===== config.mk =====
export PLATFORM = sky130hd
export DESIGN_NAME = srl_iter_unit
export DESIGN_NICKNAME = d
export VERILOG_FILES = /design/src/rtl/srl_iter_pkg.sv /design/src/rtl/srl_iter_counter.sv /design/src/rtl/srl_iter_datareg.sv /design/src/rtl/srl_iter_ctrl.sv /design/src/rtl/srl_iter_unit.sv
export SDC_FILE = /design/constraint.sdc
export NUM_CORES = 1
export LEC_CHECK = 0
export BUFFER_PORTS_ARGS = -buffer_cell sky130_fd_sc_hd__buf_4
export CAP_MARGIN = 30
export CORE_ASPECT_RATIO = 0.75
export CORE_MARGIN = 8
export CORE_UTILIZATION = 48
export DETAILED_ROUTE_END_ITERATION = 10
export GPL_ROUTABILITY_DRIVEN = 1
export PLACE_DENSITY = 0.79
export SYNTH_ARGS = -nofsm -noshare
export SYNTH_HDL_FRONTEND = slang
export SYNTH_SLANG_ARGS = --single-unit

===== constraint.sdc =====
create_clock -name clk_i -period 2.1 [get_ports clk_i]
set_input_delay 0.42 -clock clk_i [delete_from_list [all_inputs] [get_ports clk_i]]
set_output_delay 0.42 -clock clk_i [all_outputs]
set_load 0.01 [all_outputs]

===== src/rtl/srl_iter_pkg.sv =====
package srl_iter_pkg;
  localparam int unsigned DATA_W = 32;
  localparam int unsigned CNT_W  = $clog2(DATA_W);

  typedef enum logic [1:0] {
    ST_IDLE  = 2'd0,
    ST_FIX   = 2'd1,
    ST_COPY  = 2'd2,
    ST_SHIFT = 2'd3
  } sh_state_e;
endpackage


===== src/rtl/srl_iter_counter.sv =====
module srl_iter_counter #(
  parameter int unsigned CNT_W = 5
) (
  input  logic             clk_i,
  input  logic             rst_ni,
  input  logic             ld_i,
  input  logic [CNT_W-1:0] ld_val_i,
  input  logic             dec_i,
  output logic [CNT_W-1:0] cnt_o,
  output logic             zero_o
);
  localparam logic [CNT_W-1:0] ONE = {{(CNT_W-1){1'b0}}, 1'b1};

  logic [CNT_W-1:0] cnt_q;

  always_ff @(posedge clk_i or negedge rst_ni) begin
    if (!rst_ni)    cnt_q <= '0;
    else if (ld_i)  cnt_q <= ld_val_i;
    else if (dec_i) cnt_q <= cnt_q - ONE;
  end

  assign cnt_o  = cnt_q;
  assign zero_o = (cnt_q == '0);

  AST_CNT_LOAD: assert property (@(posedge clk_i) disable iff (!rst_ni)
    ld_i |=> cnt_q == $past(ld_val_i));
  AST_CNT_STEP: assert property (@(posedge clk_i) disable iff (!rst_ni)
    (dec_i && !ld_i) |=> cnt_q == $past(cnt_q) - ONE);
  AST_NO_UNDERFLOW: assert property (@(posedge clk_i) disable iff (!rst_ni)
    dec_i |-> cnt_q != '0);
endmodule


===== src/rtl/srl_iter_datareg.sv =====
module srl_iter_datareg #(
  parameter int unsigned DATA_W = 32
) (
  input  logic              clk_i,
  input  logic              rst_ni,
  input  logic              load_i,
  input  logic              shift_i,
  input  logic [DATA_W-1:0] d_i,
  output logic [DATA_W-1:0] q_o
);
  logic [DATA_W-1:0] c_q;
  logic [DATA_W-1:0] c_d;

  for (genvar i = 0; i < DATA_W; i++) begin : g_lane
    logic upper;
    if (i == DATA_W - 1) begin : g_top
      assign upper = 1'b0;
    end else begin : g_mid
      assign upper = c_q[i+1];
    end
    assign c_d[i] = load_i ? d_i[i] : (shift_i ? upper : c_q[i]);
  end

  always_ff @(posedge clk_i or negedge rst_ni) begin
    if (!rst_ni) c_q <= '0;
    else         c_q <= c_d;
  end

  assign q_o = c_q;

  AST_SHIFT_STEP: assert property (@(posedge clk_i) disable iff (!rst_ni)
    (shift_i && !load_i) |=> (c_q[DATA_W-1] == 1'b0) &&
                             (c_q[DATA_W-2:0] == $past(c_q[DATA_W-1:1])));
  AST_COPY: assert property (@(posedge clk_i) disable iff (!rst_ni)
    load_i |=> c_q == $past(d_i));
  AST_HOLD: assert property (@(posedge clk_i) disable iff (!rst_ni)
    (!load_i && !shift_i) |=> $stable(c_q));
endmodule


===== src/rtl/srl_iter_ctrl.sv =====
module srl_iter_ctrl
  import srl_iter_pkg::*;
(
  input  logic clk_i,
  input  logic rst_ni,
  input  logic start_i,
  input  logic cnt_zero_i,
  output logic cnt_ld_o,
  output logic cnt_sel_reg_o,
  output logic cnt_dec_o,
  output logic c_load_o,
  output logic c_shift_o,
  output logic done_o
);
  sh_state_e state_q, state_d;

  always_comb begin
    state_d       = state_q;
    cnt_ld_o      = 1'b0;
    cnt_sel_reg_o = 1'b0;
    cnt_dec_o     = 1'b0;
    c_load_o      = 1'b0;
    c_shift_o     = 1'b0;
    done_o        = 1'b0;
    unique case (state_q)
      ST_IDLE: if (start_i) begin
        cnt_ld_o = 1'b1;
        state_d  = ST_FIX;
      end
      ST_FIX: begin
        // immediate was zero: fall back to register count
        if (cnt_zero_i) begin
          cnt_ld_o      = 1'b1;
          cnt_sel_reg_o = 1'b1;
        end
        state_d = ST_COPY;
      end
      ST_COPY: begin
        c_load_o = 1'b1;
        state_d  = ST_SHIFT;
      end
      ST_SHIFT: begin
        if (!cnt_zero_i) begin
          cnt_dec_o = 1'b1;
          c_shift_o = 1'b1;
        end else begin
          done_o  = 1'b1;
          state_d = ST_IDLE;
        end
      end
      default: state_d = ST_IDLE;
    endcase
  end

  always_ff @(posedge clk_i or negedge rst_ni) begin
    if (!rst_ni) state_q <= ST_IDLE;
    else         state_q <= state_d;
  end

  AST_DONE_PULSE: assert property (@(posedge clk_i) disable iff (!rst_ni)
    done_o |=> !done_o);
  AST_DONE_AT_ZERO: assert property (@(posedge clk_i) disable iff (!rst_ni)
    done_o |-> cnt_zero_i);
  AST_BUSY_NO_RESTART: assert property (@(posedge clk_i) disable iff (!rst_ni)
    (state_q != ST_IDLE) |=> state_q != ST_FIX);
  AST_ONE_ACTION: assert property (@(posedge clk_i) disable iff (!rst_ni)
    $countones({cnt_ld_o, cnt_dec_o}) <= 1);
endmodule


===== src/rtl/srl_iter_unit.sv =====
module srl_iter_unit
  import srl_iter_pkg::*;
(
  input  logic              clk_i,
  input  logic              rst_ni,
  input  logic              start_i,
  input  logic [CNT_W-1:0]  imm_cnt_i,
  input  logic [CNT_W-1:0]  reg_cnt_i,
  input  logic [DATA_W-1:0] operand_i,
  output logic [DATA_W-1:0] result_o,
  output logic              done_o
);
  logic             cnt_ld, cnt_sel_reg, cnt_dec, cnt_zero;
  logic             c_load, c_shift;
  logic [CNT_W-1:0] cnt_val, cnt_ld_val;

  assign cnt_ld_val = cnt_sel_reg ? reg_cnt_i : imm_cnt_i;

  srl_iter_ctrl u_ctrl (
    .clk_i        (clk_i),
    .rst_ni       (rst_ni),
    .start_i      (start_i),
    .cnt_zero_i   (cnt_zero),
    .cnt_ld_o     (cnt_ld),
    .cnt_sel_reg_o(cnt_sel_reg),
    .cnt_dec_o    (cnt_dec),
    .c_load_o     (c_load),
    .c_shift_o    (c_shift),
    .done_o       (done_o)
  );

  srl_iter_counter #(.CNT_W(CNT_W)) u_cnt (
    .clk_i   (clk_i),
    .rst_ni  (rst_ni),
    .ld_i    (cnt_ld),
    .ld_val_i(cnt_ld_val),
    .dec_i   (cnt_dec),
    .cnt_o   (cnt_val),
    .zero_o  (cnt_zero)
  );

  srl_iter_datareg #(.DATA_W(DATA_W)) u_c (
    .clk_i  (clk_i),
    .rst_ni (rst_ni),
    .load_i (c_load),
    .shift_i(c_shift),
    .d_i    (operand_i),
    .q_o    (result_o)
  );

  AST_SRC_SELECT: assert property (@(posedge clk_i) disable iff (!rst_ni)
    (cnt_ld && !cnt_sel_reg) |=> cnt_val == $past(imm_cnt_i));
endmodule


==> impl_metrics.csv <==
group,metric,value,unit
run_status,status,"complete, no violations",
sta,setup_tns,0,ns
sta,hold_violations,0,
route,wl_met2,2.44,mm
route,wl_met3,340,µm
placed_design,place_inst,320,
route,ant_nets,0,
route,post_drt_wl_per_cell,15.3,µm
floorplan,die_h,71.9,µm
grt,track_usage,0.155,
placed_design,hpwl,3.81,mm
synth,synth_edf_count,0,
sta,rsz0062_at_grt,"false",
route,num_vias,1693,
synth,yosysSeqAreaShare,0.488,
sta,worstMarginPinSlew,0.481,ns
grt,grt_max_degree,47,
worst_setup_path,crit_family,"flip-flops",
floorplan,coreArea,0.00403,mm²
grt,gr-total-overflow,0,
synth,synth_top_area_share,0.488,
route,drt_iter0_drc,88,
synth,ys_types,29,
cts,clk_latency,0.29,ns
finish,layout.nets,325,
floorplan,start_util,0.496,
grt,grt_pass1_wl,8.51,mm
floorplan,ioPinCount,78,
sta,finalSetupViolCount,0,
placed_design,io_buffers,77,
finish,final_util,0.692,
finish,drive_above_1_share,0.367,
flow_run,drv_cap,0,
sta,max_slew_margin,0.679,
finish,nFillCells,325,
route,drt-pass1-iter-count,4,
power_and_ir_drop,vdd_drop_max,1.05,mV
route,via_per_inst,5.13,
worst_setup_path,crit_path_max_fanout,5,
worst_setup_path,path_buf_inv,3,
synth,synth_cells,193,
synth,synth_area_leaders,"dfrtp_1 49%, mux2i_1 16%, o21ai_1 7.3%, nand2_1 6.8%, ha_1 3.8%",
synth,synth.avg_cell_area,10.4,µm²
synth,ys_ff_latch,39,
placed_design,place_ws,0.204,ns
worst_setup_path,cp.arrival,1.55,ns
worst_hold_path,hold_path_class,"input pin to async pin",
sta,finalClockSkew,0.00816,ns
cts,root_buffer,"clkbuf_8",
finish,n_antenna_cell,0,
sta,drv_slew,0,
worst_setup_path,critical_path_class,"flip-flop to output pin",
power_and_ir_drop,powerDensity,1600,mW/mm²
cts,clkTransAtPathRegs,0.08,ns
synth,synth_area,0.00200,mm²
worst_setup_path,cp_slowest_stage_delay,0.38,ns
synth,synthArstFlopShare,1.00,
route,highest_layer,"met4",
sta,max_freq,507,MHz
synth,synth_ff_type,"dfrtp_1",
finish,fin_cells,330,
worst_setup_path,crit_chain,"inv_1, ha_2, nor4b_4, buf_4, and2_1, buf_4",
cts,htree_levels,2,
grt,grt_antenna_before_repair,0,
floorplan,row_count,20,
placed_design,routabilityCongestion,0.836,
worst_setup_path,start_kind,"flip-flop",
power_and_ir_drop,leakagePower,0.00146,µW
floorplan,die_area,0.00651,mm²
worst_setup_path,worst_path_max_delay_cell,"dfrtp_1",
route,drt-met1-wl,2.24,mm
synth,synth_top_area_cell,"dfrtp_1",
cts,cts_sinks,39,
grt,grt_pass1_vias,1810,
finish,area_growth,39.4,%
synth,yosys_warnings,0,
worst_setup_path,cp_data_required_time,1.68,ns
route,drcViolationCount,0,
cts,tritoncts,"built",
worst_setup_path,cp_common_cell,"buf_4",
sta,layout_setup_ws,0.127,ns
worst_setup_path,end_kind,"output pin",
synth,synth_fp_nets,244,
cts,clock_path_buffers,2,
route,routed_wl,5.04,mm
sta,fin_crit_sh,0.940,
floorplan,die-width,90.5,µm
cts,cts_buffers,5,
power_and_ir_drop,power.total,4470,µW
sta,fin_crit,1.97,ns
cells in the mapped netlist (2+ instances only):
| cell | n |
|---|---|
| mux2_2 | 2 |
| ha_1 | 6 |
| nand3_1 | 2 |
| nor2_1 | 4 |
| dfrtp_1 | 39 |
| nand2_1 | 36 |
| buf_6 | 4 |
| o21ai_1 | 29 |
| o21ai_0 | 6 |
| clkbuf_1 | 7 |
| mux2i_1 | 32 |
| a31oi_1 | 4 |
| inv_1 | 5 |
| a211oi_1 | 2 |
per-layer routing:
| layer | global-route usage | vias up |
|---|---|---|
| li1 | - | 837 |
| met1 | 0.191 | 805 |
| met2 | 0.255 | 48 |
| met3 | 0.0629 | 3 |
| met4 | 0.0239 | 0 |
| met5 | 0 | - |
final timing paths:
check,start,to,slack [ns],cells past startpoint
max,u_cnt.cnt_o[1],done_o,0.13,6
min,rst_ni,u_c.q_o[12],0.09,1
max reg2reg,u_cnt.cnt_o[1],u_c.q_o[16],0.23,7
min reg2reg,u_ctrl.state_q[1],u_ctrl.state_q[1],0.56,1
max in group asynchronous,rst_ni,u_c.q_o[23],1.67,1
min in group clk_i,operand_i[2],u_c.q_o[2],0.34,3
power by group:
group / internal, µW / switching, µW / leakage, µW
sequential: 1140 / 330 / 0.000476
clock: 475 / 249 / 0.0000654
combinational: 1140 / 1140 / 0.000919
total: 2760 / 1720 / 0.00146
sequential cells by signal, indices dropped and copies added, names as in the netlist:
signal,count
u_ctrl.state_q,2
u_cnt.cnt_o,5
u_c.q_o,32
worst register-to-register path, delay by kind of cell (launching register included):
| kind | cells | cell delay (ns) |
|---|---|---|
| mux | 1 | 0.23 |
| flops | 1 | 0.38 |
| fa+ha+maj | 1 | 0.21 |
| buf+inv | 2 | 0.36 |
| compound gates | 1 | 0.10 |
| simple gates | 2 | 0.46 |
repair_timing:
item                                    4_1_cts  5_1_grt
setup buffers                                 0        2
hold buffers                                  0        0
gates resized for setup                       0        1
endpoints found under the setup margin        0        1
stage by stage:
| stage | hold slack, ns | cell area (µm²) |
|---|---|---|
| after global placement | 0.419 | 2640 |
| final | 0.0905 | 2790 |
| after detailed placement | 0.420 | 2640 |
| after global routing | 0.119 | 2790 |
| after floorplan | 0.124 | 2000 |
| after CTS | 0.109 | 2770 |
layout by cell type, fill, tap and decap left out:
cell type  netlist  final
buf_4            0     84
a221oi_1         1      1
buf_12           0      1
inv_1            5      5
ha_2             0      2
o21bai_1         1      1
a211oi_1         2      2
o21ai_0          6      6
a21oi_1          1      1
clkbuf_8         0      5
dfrtp_1         39     39
nor3_1           1      1
ha_1             6      4
mux2_2           2      2
nand3_1          2      2
nor2b_1          1      1
mux2_1           1      1
nor4b_4          1      1
nand2_1         36     36
nor2_1           4      4
o311ai_0         1      1
bufinv_16        0      2
and4b_1          1      1
mux2i_1         32     32
nand2b_2         0      1
and2_1           1      1
a21boi_2         1      1
a31oi_1          4      4
o21ai_1         29     29
o221a_2          1      1
or4b_2           1      1
clkbuf_1         7      1
and4_1           1      1
logic make-up (layout without fill, tap and decap cells):
| family | count (synthesis) | count (layout) | share of synthesized area |
|---|---|---|---|
| mux | 35 | 35 | 0.177 |
| fa+ha+maj | 6 | 6 | 0.0375 |
| compound gates | 47 | 47 | 0.134 |
| simple gates | 50 | 50 | 0.118 |
| buf+inv | 16 | 98 | 0.0451 |
| flops | 39 | 39 | 0.488 |
final cells by class:
class	count	area, µm²	share of cell area
clock buffers	6	72.6	0.0260
clock inverters	2	60.1	0.0215
inverters	5	18.8	0.00673
multi-input cells	138	941	0.338
flip-flops and latches	39	976	0.350
well taps	55	68.8	0.0247
repair buffers	85	651	0.233
Power figures use the tool's default switching activity.
